$ cat src/rtl/skip_counter.sv
module skip_counter (
  input  logic       clk,
  input  logic       rst,
  input  logic       en,
  output logic [2:0] count
);

  logic [2:0] state_q;
  logic [2:0] state_d;

  assign state_d[2] = state_q[1] ? ~state_q[2] : state_q[2];
  assign state_d[1] = ~state_q[1] & state_q[0];
  assign state_d[0] = ~state_q[1] & ~state_q[0];

  always_ff @(posedge clk) begin
    if (rst)
      state_q <= 3'b000;
    else if (en)
      state_q <= state_d;
  end

  assign count = state_q;

  assert_reset_clears_R1: assert property (@(posedge clk)
    rst |=> (count == 3'b000));

  assert_hold_when_idle_R2: assert property (@(posedge clk) disable iff (rst)
    !en |=> $stable(count));

  assert_jump_past_gap_R3: assert property (@(posedge clk) disable iff (rst)
    (en && count == 3'b010) |=> (count == 3'b100));

  assert_wrap_to_zero_R3: assert property (@(posedge clk) disable iff (rst)
    (en && count == 3'b110) |=> (count == 3'b000));

  assert_recover_three_R4: assert property (@(posedge clk) disable iff (rst)
    (en && count == 3'b011) |=> (count == 3'b100));

  assert_recover_seven_R5: assert property (@(posedge clk) disable iff (rst)
    (en && count == 3'b111) |=> (count == 3'b000));

  assert_stay_in_loop_R6: assert property (@(posedge clk) disable iff (rst)
    (count != 3'b011 && count != 3'b111) |=> (count != 3'b011 && count != 3'b111));

endmodule

$ cat config.mk
export PLATFORM = sky130hd
export DESIGN_NAME = skip_counter
export DESIGN_NICKNAME = d
export VERILOG_FILES = /design/src/rtl/skip_counter.sv
export SDC_FILE = /design/constraint.sdc
export NUM_CORES = 1
export LEC_CHECK = 0
export CAP_MARGIN = 25
export CELL_PAD_IN_SITES_DETAIL_PLACEMENT = 0
export CELL_PAD_IN_SITES_GLOBAL_PLACEMENT = 1
export CORE_AREA = 10 10 47 49
export CTS_CLUSTER_SIZE = 30
export DETAILED_ROUTE_END_ITERATION = 12
export DIE_AREA = 0 0 57 59
export GPL_ROUTABILITY_DRIVEN = 0
export HOLD_SLACK_MARGIN = 0.05
export PLACE_DENSITY_LB_ADDON = 0.1
export SKIP_CTS_REPAIR_TIMING = 1
export SLEW_MARGIN = 20
export SYNTH_ARGS = -nofsm -noshare
export SYNTH_HDL_FRONTEND = slang
export SYNTH_SLANG_ARGS = --single-unit
export TNS_END_PERCENT = 5
$ cat constraint.sdc
create_clock -name clk -period 1 [get_ports clk]
set_clock_uncertainty 0.2 [all_clocks]
set_input_delay 0.1 -clock clk [delete_from_list [all_inputs] [get_ports clk]]
set_output_delay 0.1 -clock clk [all_outputs]
set_load 0.005 [all_outputs]
==> results.tsv, run 1 <==
metric	value	unit
Clock Path Buffers	2	
placed instance area	226	µm²
drt via density	3.15	
layout cells sized above 1	0.560	
Initial Util	0.0893	
antenna fix cells	0	
Max-cap violations	0	
Final Setup Violations	4	
cell area after synthesis	125	µm²
synth cell count leaders	3 x dfxtp_1, 2 x a21oi_1, 2 x nand2b_1, 2 x nand3b_1	
Max-slew headroom	0.880	
First-pass DRT Iterations	2	
crit path max fanout	3	
Hold Fails Final Rpt	0	
critical setup path kind	reg -> reg	
die area	0.00336	mm²
post-synthesis async set-or-reset flop share	0	
post-synthesis sequential area ratio	0.480	
IO Pins	6	
YS warnings	0	
post-route ant nets	0	
standard-cell rows	14	
Max Slew Vio Count	0	
Synth cell types	7	
Crit. End Element	flip-flop	
Achievable Freq	0.931	GHz
WL/cell	8.78	µm
max reg flops	3	
Area Growth Syn to Fin	110	%
first-pass GRT wire length	669	µm
core area	0.00140	mm²
period utilization	1.07	
CTS sink count	3	
power density cells	1490	mW/mm²
worst-margin pin slew	0.179	ns
Yosys top cell area share	0.480	
run status	finished with violations	
Synth area leader	dfxtp_1	
synth top area cells	dfxtp_1 48%, nand3b_1 12%, nand2b_1 10%, a21bo_2 8.0%, a21oi_1 8.0%	
CP startpoint kind	flip-flop	
Leakage Power	0.139	nW
final instance area	263	µm²
clock transition at the registers of the reported paths	0.03	ns
H-tree depth	1	
Port Buffers	5	
PnR worst setup slack	-0.0746	ns
Synth Net Count	15	
post-synthesis register bit count	3	
Die W	57	µm
initial antenna violation count	0	
worst min-delay path startpoint	en	
Synth Flop Type	dfxtp_1	
Chip Height	59	µm
failing checks	setup timing	
Fin Hold WS	0.120	ns
setup_tns	-0.147	ns
DRC errors left	0	
Tot Pwr	0.000393	W
Post-synth EDFFs	0	
most common cell in the netlist	dfxtp_1	
via count	129	
Data required, critical path	0.96	ns
total track usage	0.0276	
Post-Synthesis Cells	12	
grt total ovfl	0	
First DRT Iteration DRCs	1	
drt total wl	360	µm
WP data arrival	1.04	ns
fin crit period	1.07	ns
TritonCTS clock tree	yes	
HP Class	in -> reg	
Root Buffer	clkbuf_4	
worst skew pair latency	0.23	ns
syn avg cell area	10.4	µm²
RR Startpoint	count[1]	
Nets	29	
largest net degree at the start of global routing	6	
Num CTS Buffers	3	
Peak VDD IR	0.000510	V
RSZ-0062 raised after global routing	true	
DPL Wire Length	288	µm
vias in the first global route	148	
Crit. Startpoint	count[1]	
final timing paths:
check	to	slack, ns	cells after the start
setup / recovery	count[0]	-0.07	2
setup reg to reg	count[0]	-0.07	2
hold reg to reg	count[0]	0.32	2
hold / removal	count[0]	0.12	3
cells by family after synthesis:
kind of cell	Yosys count	synth area share
DFF	3	0.480
and+or+nand+nor	5	0.290
AOI/OAI and AO/OA	4	0.230
cells in the final DEF, fill, tap and decap left out:
| cell type | Yosys | final |
|---|---|---|
| buf_4 | 0 | 4 |
| a21oi_2 | 1 | 2 |
| dfxtp_2 | 0 | 2 |
| clkbuf_1 | 0 | 1 |
| or3b_4 | 0 | 1 |
| clkdlybuf4s50_1 | 0 | 1 |
| clkbuf_4 | 0 | 3 |
| a21bo_2 | 1 | 1 |
| dlymetal6s2s_1 | 0 | 3 |
| a21oi_1 | 2 | 1 |
| dfxtp_1 | 3 | 1 |
| nand2b_1 | 2 | 2 |
| clkbuf_2 | 0 | 1 |
| nand3b_1 | 2 | 2 |
cell type report:
class / count / area [µm²]
Clock buffer: 4 / 26.3
Fill cell: 170 / 1140
Multi-Input combinational cell: 9 / 71.3
Sequential cell: 3 / 62.6
Timing Repair Buffer: 9 / 82.6
Tap cell: 16 / 20.0
per-stage QoR:
| stage | setup slack, ns | util | cells |
|---|---|---|---|
| 2_1_floorplan | -0.0690 | - | 12 |
| 4_1_cts | -0.421 | 0.180 | 41 |
| 3_5_place_dp | -0.323 | 0.162 | 37 |
| 5_1_grt | -0.0975 | 0.188 | 41 |
| 3_3_place_gp | -0.326 | 0.162 | 37 |
| 6_report | -0.0746 | 0.188 | 41 |
report_power, final:
| part | switching (W) | internal (W) |
|---|---|---|
| clock | 0.0000580 | 0.000149 |
| combinational | 0.0000176 | 0.0000359 |
| sequential | 0.00000471 | 0.000127 |
| total | 0.0000803 | 0.000312 |
worst max-delay path: stages (launching register included):
cell and delay [ns]:
dfxtp_2 0.32, or3b_4 0.38, a21oi_2 0.11
per-layer routing:
| metal | global-route usage | vias to the layer above | wire length, µm |
|---|---|---|---|
| met2 | 0.0419 | 1 | 234 |
| met5 | 0 | - | 0 |
| met3 | 0.0193 | 0 | 14 |
| met4 | 0.0302 | 0 | 0 |
| li1 | - | 68 | - |
| met1 | 0.0224 | 60 | 112 |
No activity file was read; power rests on OpenSTA's default activity.
==> run 2, diff against run 1 <==
CAP_MARGIN = unset   (was 25)
==> results of run 2 <==
Final layout, timing and power as in run 1 (identical DEF).
==> run 3, diff against run 2 <==
SLEW_MARGIN = unset   (was 20)
==> results of run 3 <==
Final layout, timing and power as in run 1 (identical DEF).
